[src/rtl/hzd_pkg.sv]
package hzd_pkg;

  typedef enum logic [1:0] {
    SRC_RF   = 2'd0,
    SRC_FAR  = 2'd1,
    SRC_NEAR = 2'd2
  } opnd_src_e;

  typedef enum logic [1:0] {
    WHY_NONE = 2'd0,
    WHY_LDUSE = 2'd1,
    WHY_LSU  = 2'd2,
    WHY_MUL  = 2'd3
  } stall_why_e;

  // Newest producer wins.
  function automatic opnd_src_e pick_src(input logic hit_near, input logic hit_far);
    if (hit_near)     return SRC_NEAR;
    else if (hit_far) return SRC_FAR;
    else              return SRC_RF;
  endfunction

  // Fixed cause priority.
  function automatic stall_why_e pick_why(input logic lu, input logic ls, input logic mu);
    if (lu)      return WHY_LDUSE;
    else if (ls) return WHY_LSU;
    else if (mu) return WHY_MUL;
    else         return WHY_NONE;
  endfunction

endpackage

[src/rtl/hzd_src_match.sv]
module hzd_src_match
  import hzd_pkg::*;
#(
  parameter int REG_W = 4
) (
  input  logic             dec_valid,
  input  logic [REG_W-1:0] src,
  input  logic             used,
  input  logic             near_valid,
  input  logic             near_wr_en,
  input  logic [REG_W-1:0] near_dst,
  input  logic             near_is_load,
  input  logic             far_valid,
  input  logic             far_wr_en,
  input  logic [REG_W-1:0] far_dst,
  output logic             hit_near,
  output logic             hit_far,
  output logic             load_use,
  output opnd_src_e        sel
);

  function automatic logic writes_reg(input logic v, input logic we,
                                      input logic [REG_W-1:0] dst,
                                      input logic [REG_W-1:0] s);
    return v && we && (dst == s);
  endfunction

  logic reads;
  assign reads    = dec_valid && used;
  assign hit_near = reads && writes_reg(near_valid, near_wr_en, near_dst, src);
  assign hit_far  = reads && writes_reg(far_valid, far_wr_en, far_dst, src);
  assign load_use = hit_near && near_is_load;
  assign sel      = pick_src(hit_near, hit_far);

endmodule

[src/rtl/hzd_interlock.sv]
module hzd_interlock
  import hzd_pkg::*;
(
  input  logic       clk,
  input  logic       rst_n,
  input  logic       flush,
  input  logic       dec_valid,
  input  logic       dec_is_load,
  input  logic       dec_is_store,
  input  logic       dec_is_mul,
  input  logic       any_load_use,
  input  logic       lsu_multi_busy,
  input  logic       lsu_hum_full,
  input  logic       lsu_access_miss,
  input  logic       mul_first_busy,
  output logic       stall,
  output logic       ex_bubble,
  output stall_why_e reason
);

  logic evt_lduse, evt_lsu_multi, evt_hum, evt_lsu, evt_mul;

  assign evt_lduse     = any_load_use;
  assign evt_lsu_multi = dec_valid && (dec_is_load || dec_is_store) && lsu_multi_busy;
  assign evt_hum       = dec_valid && dec_is_load && lsu_hum_full && lsu_access_miss;
  assign evt_lsu       = evt_lsu_multi || evt_hum;
  assign evt_mul       = dec_valid && dec_is_mul && mul_first_busy;

  assign reason    = flush ? WHY_NONE : pick_why(evt_lduse, evt_lsu, evt_mul);
  assign stall     = (reason != WHY_NONE);
  assign ex_bubble = stall || flush;

  a_r11_flush_over_stall: assert property (@(posedge clk) disable iff (!rst_n)
    flush |-> !stall);
  a_r6_load_use_reported: assert property (@(posedge clk) disable iff (!rst_n)
    (evt_lduse && !flush) |-> (stall && reason == WHY_LDUSE));
  a_r10_lsu_over_mul: assert property (@(posedge clk) disable iff (!rst_n)
    (evt_lsu && evt_mul && !evt_lduse && !flush) |-> reason == WHY_LSU);
  a_r9_mul_cause: assert property (@(posedge clk) disable iff (!rst_n)
    (reason == WHY_MUL) |-> (dec_is_mul && mul_first_busy));
  a_r13_bubble_cover: assert property (@(posedge clk) disable iff (!rst_n)
    ex_bubble |-> (stall || flush));

endmodule

[src/rtl/hzd_sel_reg.sv]
module hzd_sel_reg
  import hzd_pkg::*;
#(
  parameter int NSRC = 2
) (
  input  logic                 clk,
  input  logic                 rst_n,
  input  logic                 dec_valid,
  input  logic                 ex_bubble,
  input  logic                 near_live,
  input  logic                 far_live,
  input  opnd_src_e            sel_d [NSRC],
  output logic [NSRC-1:0][1:0] sel_q
);

  logic advance;
  assign advance = dec_valid && !ex_bubble;

  for (genvar i = 0; i < NSRC; i++) begin : g_src
    always_ff @(posedge clk or negedge rst_n) begin
      if (!rst_n)       sel_q[i] <= SRC_RF;
      else if (advance) sel_q[i] <= sel_d[i];
      else              sel_q[i] <= SRC_RF;
    end

    a_r6_bubble_clears: assert property (@(posedge clk) disable iff (!rst_n)
      ex_bubble |=> sel_q[i] == SRC_RF);
    a_r2_near_has_producer: assert property (@(posedge clk) disable iff (!rst_n)
      (sel_q[i] == SRC_NEAR) |-> $past(near_live));
    a_r3_far_has_producer: assert property (@(posedge clk) disable iff (!rst_n)
      (sel_q[i] == SRC_FAR) |-> $past(far_live));
    a_r1_legal_code: assert property (@(posedge clk) disable iff (!rst_n)
      sel_q[i] != 2'd3);
  end

endmodule

[src/rtl/hzd_ctrl_top.sv]
module hzd_ctrl_top
  import hzd_pkg::*;
#(
  parameter int REG_W = 4,
  parameter int NSRC  = 2
) (
  input  logic                     clk,
  input  logic                     rst_n,
  input  logic                     flush,
  input  logic                     dec_valid,
  input  logic [NSRC-1:0][REG_W-1:0] dec_src,
  input  logic [NSRC-1:0]          dec_src_used,
  input  logic                     dec_is_load,
  input  logic                     dec_is_store,
  input  logic                     dec_is_mul,
  input  logic                     ex_valid,
  input  logic                     ex_wr_en,
  input  logic [REG_W-1:0]         ex_dst,
  input  logic                     ex_is_load,
  input  logic                     mem_valid,
  input  logic                     mem_wr_en,
  input  logic [REG_W-1:0]         mem_dst,
  input  logic                     lsu_multi_busy,
  input  logic                     lsu_hum_full,
  input  logic                     lsu_access_miss,
  input  logic                     mul_first_busy,
  output logic                     stall,
  output logic                     ex_bubble,
  output logic [1:0]               stall_reason,
  output logic [NSRC-1:0][1:0]     ex_fwd_sel
);

  logic [NSRC-1:0] hit_near, hit_far, lduse;
  opnd_src_e       sel_d [NSRC];
  stall_why_e      why;
  logic            any_lduse, near_live, far_live;

  for (genvar i = 0; i < NSRC; i++) begin : g_match
    hzd_src_match #(.REG_W(REG_W)) u_match (
      .dec_valid    (dec_valid),
      .src          (dec_src[i]),
      .used         (dec_src_used[i]),
      .near_valid   (ex_valid),
      .near_wr_en   (ex_wr_en),
      .near_dst     (ex_dst),
      .near_is_load (ex_is_load),
      .far_valid    (mem_valid),
      .far_wr_en    (mem_wr_en),
      .far_dst      (mem_dst),
      .hit_near     (hit_near[i]),
      .hit_far      (hit_far[i]),
      .load_use     (lduse[i]),
      .sel          (sel_d[i])
    );
  end

  assign any_lduse = |lduse;
  assign near_live = ex_valid && ex_wr_en;
  assign far_live  = mem_valid && mem_wr_en;

  hzd_interlock u_lock (
    .clk             (clk),
    .rst_n           (rst_n),
    .flush           (flush),
    .dec_valid       (dec_valid),
    .dec_is_load     (dec_is_load),
    .dec_is_store    (dec_is_store),
    .dec_is_mul      (dec_is_mul),
    .any_load_use    (any_lduse),
    .lsu_multi_busy  (lsu_multi_busy),
    .lsu_hum_full    (lsu_hum_full),
    .lsu_access_miss (lsu_access_miss),
    .mul_first_busy  (mul_first_busy),
    .stall           (stall),
    .ex_bubble       (ex_bubble),
    .reason          (why)
  );

  assign stall_reason = why;

  hzd_sel_reg #(.NSRC(NSRC)) u_sel (
    .clk       (clk),
    .rst_n     (rst_n),
    .dec_valid (dec_valid),
    .ex_bubble (ex_bubble),
    .near_live (near_live),
    .far_live  (far_live),
    .sel_d     (sel_d),
    .sel_q     (ex_fwd_sel)
  );

  a_r12_unused_quiet: assert property (@(posedge clk) disable iff (!rst_n)
    (dec_src_used == '0 && !dec_is_load && !dec_is_store && !dec_is_mul) |-> !stall);
  a_r5_dead_producer: assert property (@(posedge clk) disable iff (!rst_n)
    (!(ex_valid && ex_wr_en) && !(mem_valid && mem_wr_en)) |=> ex_fwd_sel == '0);

endmodule

[config.mk]
export PLATFORM = sky130hd
export DESIGN_NAME = hzd_ctrl_top
export DESIGN_NICKNAME = d
export VERILOG_FILES = /design/src/rtl/hzd_pkg.sv /design/src/rtl/hzd_src_match.sv /design/src/rtl/hzd_interlock.sv /design/src/rtl/hzd_sel_reg.sv /design/src/rtl/hzd_ctrl_top.sv
export SDC_FILE = /design/constraint.sdc
export NUM_CORES = 1
export LEC_CHECK = 0
export BUFFER_PORTS_ARGS = -buffer_cell sky130_fd_sc_hd__clkbuf_2
export CAP_MARGIN = 5
export CORE_AREA = 2 2 39 41
export DETAILED_ROUTE_END_ITERATION = 10
export DIE_AREA = 0 0 41 43
export PLACE_DENSITY = 0.76
export SLEW_MARGIN = 30
export SYNTH_ARGS = -nofsm -noshare
export SYNTH_HDL_FRONTEND = slang
export SYNTH_SLANG_ARGS = --single-unit
[constraint.sdc]
create_clock -name clk -period 2.1 [get_ports clk]
set_input_delay 0.42 -clock clk [delete_from_list [all_inputs] [get_ports clk]]
set_output_delay 0.42 -clock clk [all_outputs]
set_load 0.02 [all_outputs]
-- After elaboration in Yosys (flattened, before gate mapping)
Cells that the tools add are included.
- bits in registers: 4
- word-level logic and storage cells: 44
- eq/ne operators: 4
- multiplexer cells: 10
- reduce and logical (&&, ||, !) cells: 28
- operator list (kind ; count):
    1-bit logical AND ; 22
    4-bit equality test ; 4
    2-bit two-way mux ; 8
    1-bit logical OR ; 3
    1-bit two-way mux ; 2
    2-bit nonzero test ; 1
    2-bit OR reduction ; 1
    1-bit logical NOT ; 1

-- Longest topological paths before layout
- depth in word-level cells: 12
- depth in mapped cells: 4

-- By module
Synthesis repeated with hierarchy kept, for this count alone.
- cells, all modules: 60
- area, all modules: 530.5 um^2
- modules (own cells, without submodules) (module ; times used ; cells each ; area an instance (um^2) ; seq. area each (um^2)):
    hzd_src_match ; 2 ; 17 ; 132.6 ; 0.0
    hzd_sel_reg ; 1 ; 8 ; 135.1 ; 100.1
    hzd_interlock ; 1 ; 15 ; 111.4 ; 0.0
    hzd_ctrl_top ; 1 ; 3 ; 18.8 ; 0.0

-- Worst setup path before layout
No wires, ideal clock.
- path type: in2out
- start point: input dec_src[5] (netlist name)
- end point: output stall_reason[0]
- arrival: 1.434 ns
- setup slack: 0.246 ns
- stages: 4
- buffers on the path: 0
- cells stage by stage: xor2_1 -> or3_1 -> o22a_4 -> a21oi_2
- longest elaborated chain between the ends: 7
- RTL lines (item ; RTL line ; source):
    start, declared ; hzd_ctrl_top.sv:11 ; input logic [NSRC-1:0][REG_W-1:0] dec_src,
    4-bit equality test ; hzd_src_match.sv:25 ; return v && we && (dst == s);
    1-bit logical AND ; hzd_src_match.sv:25 ;
    1-bit logical AND ; hzd_src_match.sv:30 ; assign hit_near = reads && writes_reg(near_valid, near_wr_en, near_dst, src);
    1-bit logical AND ; hzd_src_match.sv:32 ; assign load_use = hit_near && near_is_load;
    2-bit OR reduction ; hzd_ctrl_top.sv:57 ; assign any_lduse = |lduse;
    2-bit two-way mux ; hzd_pkg.sv:25 ; if (lu) return WHY_LDUSE;
    2-bit two-way mux ; hzd_interlock.sv:29 ; assign reason = flush ? WHY_NONE : pick_why(evt_lduse, evt_lsu, evt_mul);
    end, declared ; hzd_ctrl_top.sv:29 ; output logic [1:0] stall_reason,
Every way passes these cells.

-- Worst setup path after layout
Ends and elaborated chain as after synthesis.

==> reports/metrics.csv <==
stage;metric;value;unit
place;portBuffers;41;
floorplanning;die_h;43;um
layout;antennaDiodeCount;0;
critical_path;crit_path_start;dec_src[5];
floorplanning;core-area;0.00138;sq mm
synth;synth_area_leaders;dfrtp_1, xnor2_1, xor2_1;
layout;area_growth;58.3;%
grt;grt_pass1_vias;555;
critical_path;critPathArrivalTime;1.62;ns
flow_run;drv_cap;0;
sta;period_share;97.2;%
clock_tree;htree_levels;1;
route;drt-initial-drc-count;10;
power_and_ir_drop;leakagePower;0.357;nW
sta;relSlewSlack;73.9;%
sta;rsz0062_at_grt;false;
power_and_ir_drop;powerDensity;379;mW/mm^2
layout;top_register;u_sel.sel_q;
clock_tree;numCtsBuffers;3;
synth;syn_area;468;sq um
route;drc;0;
sta;setup_tns;0;ns
grt;grt_usage;16.3;%
critical_path;endpoint;stall_reason[0];
route;wire_per_inst;10.4;um
grt;grt.overflow.total;0;
critical_path;worstPathCellList;clkbuf_2 -> xor2_1 -> or3_1 -> o22a_4 -> a21oi_2 -> buf_2;
route;routed_wl;1.22;mm
critical_path;crit_path_end_kind;output port;
floorplanning;rows;14;
sta;drv_slew;0;
sta;finalSetupViolations;0;
layout;nets;137;
clock_tree;cts_max_path_buffers;2;
floorplanning;initial_core_util;33.8;%
power_and_ir_drop;ir_drop;0.115;mV
route;ant_nets;0;
clock_tree;cts_root_buf;clkbuf_4;
place;postPlaceCellArea;708;sq um
sta;fin_crit;2.04;ns
floorplanning;die-width;41;um
run_status;run_status;complete, no violations;
floorplanning;ios;42;
sta;setup_slack;0.0583;ns
synth;syn-num-nets;88;
sta;worstMarginPinSlew;0.386;ns
route;num_vias;596;
worst_hold_path;hold_path.class;primary input to flop;
power_and_ir_drop;pwr-share-clk;33.0;%
synth;synth_cell_types;22;
floorplanning;die_area;0.00176;sq mm
critical_path;critical_path_class;primary input to output port;
critical_path;worstPathRequired;1.68;ns
synth;avgSynthCellArea;8.67;sq um
critical_path;cpLargestDelayFamily;simple AND/OR/NAND/NOR gates;
route;viasPerCell;5.09;
power_and_ir_drop;p_int;0.000197;W
synth;synth_top_area_cell;dfrtp_1;
synth;synthCells;54;
grt;antenna_found_initial;0;
sta;max_freq;0.490;GHz
power_and_ir_drop;p_switching;0.0000834;W
place;gp_congestion;0.763;
synth;synth.top_cell.area_share;21.4;%
critical_path;critical_path_buf_inv_count;2;
critical_path;worst-path-max-fanout;3;
grt;grt_pass1_wl;2.05;mm
critical_path;critPathSlowestCell;or3_1;
clock_tree;cts_tree;done;
grt;grt_max_degree;7;
place;pre_cts_slack;0.0433;ns
layout;reg_top3;u_sel.sel_q (4);
layout;final_common_cell;clkbuf_2;
layout;drive_above_1_share;49.5;%
synth;ys_ff_latch;4;
synth;ys_warn_count;0;
sta;hold_viol_final;0;
clock_tree;cts_setup_buffers;0;
layout;final_area;741;sq um
clock_tree;clock-sinks;4;
synth;synth-seq-area-share;21.4;%
power_and_ir_drop;seq_power_share;27.7;%
critical_path;startpoint_type;primary input;
route;dr.pass1.iters;4;
layout;largest_reg_flops;4;
critical_path;cp.depth;6;
clock_tree;clkSlewWorstSetupHoldPaths;0.04;ns
layout;layout_common_cells;clkbuf_2, xnor2_1, xor2_1;
power_and_ir_drop;p_comb_share;39.3;%
power_and_ir_drop;swShare;29.7;%
critical_path;critPathMaxStageDelay;0.39;ns
-- stage by stage --
stage | utilization, % | instances | hold WS [ns] | power [W]
2_1_floorplan | - | 54 | 0.124 | 0.000132
3_3_place_gp | 51.2 | 113 | 0.224 | 0.000186
3_5_place_dp | 51.2 | 113 | 0.229 | 0.000188
4_1_cts | 53.5 | 117 | 0.379 | 0.000287
5_1_grt | 53.5 | 117 | 0.382 | 0.000304
6_report | 53.5 | 117 | 0.392 | 0.000281
-- area by class of cell --
type,instances,area [sq um]
clock buffer,3,22.5
inverter,1,3.75
timing repair buffer,44,230
tap,16,20.0
multi-input combinational,49,364
fill,139,643
sequential,4,100
-- how the worst min path moves through the flow --
stage	cells past startpoint	endpoint	start	slack [ns]
after floorplan	0	u_sel.sel_q[0]	rst_n	0.12
after global placement	1	u_sel.sel_q[3]	rst_n	0.22
after detailed placement	1	u_sel.sel_q[1]	rst_n	0.23
after CTS	2	u_sel.sel_q[1]	ex_is_load	0.38
after global routing	2	u_sel.sel_q[1]	ex_is_load	0.38
final	2	u_sel.sel_q[1]	ex_is_load	0.39
-- what timing repair did --
item | in CTS | in global routing
hold endpoints to repair | 4 | 0
gates resized for setup | 0 | 2
endpoints found under the setup margin | 0 | 2
hold buffers | 1 | 0
-- cells in the mapped netlist (all sizes together) --
cell type  number
nor4b           1
nand3           4
and2            1
or3             1
xor2            7
dfrtp           4
a21bo           1
nor4            2
nor3            3
nand4           6
xnor2           9
a22oi           1
a21o            1
or3b            1
o22a            1
inv             1
nand3b          1
nor3b           3
nand2           2
a21oi           3
o22ai           1
-- cells by family (layout without fill, tap and decap cells) --
logic type	after synthesis	count (layout)	synth area share, %
compound gates	8	8	15.2
simple gates	25	25	32.6
flops	4	4	21.4
buf+inv	1	48	0.801
xor+xnor	16	16	29.9
-- routing by layer --
layer / GRT usage [%] / share of wire [%] / vias up
met5: 0 / 0 / -
met3: 3.14 / 5.7 / 0
met1: 19.4 / 41 / 273
li1: - / - / 306
met4: 8.67 / 0 / 0
met2: 25.9 / 53 / 17
-- power by group through the flow --
stage | Sequential, W | Combinational, W | Clock (W)
2_1_floorplan | 0.0000786 | 0.0000531 | 0
3_3_place_gp | 0.0000785 | 0.000108 | 0
3_5_place_dp | 0.0000785 | 0.000109 | 0
4_1_cts | 0.0000776 | 0.000111 | 0.0000983
5_1_grt | 0.0000775 | 0.000123 | 0.000103
6_report | 0.0000776 | 0.000110 | 0.0000926
Power figures use the tool's default switching activity.
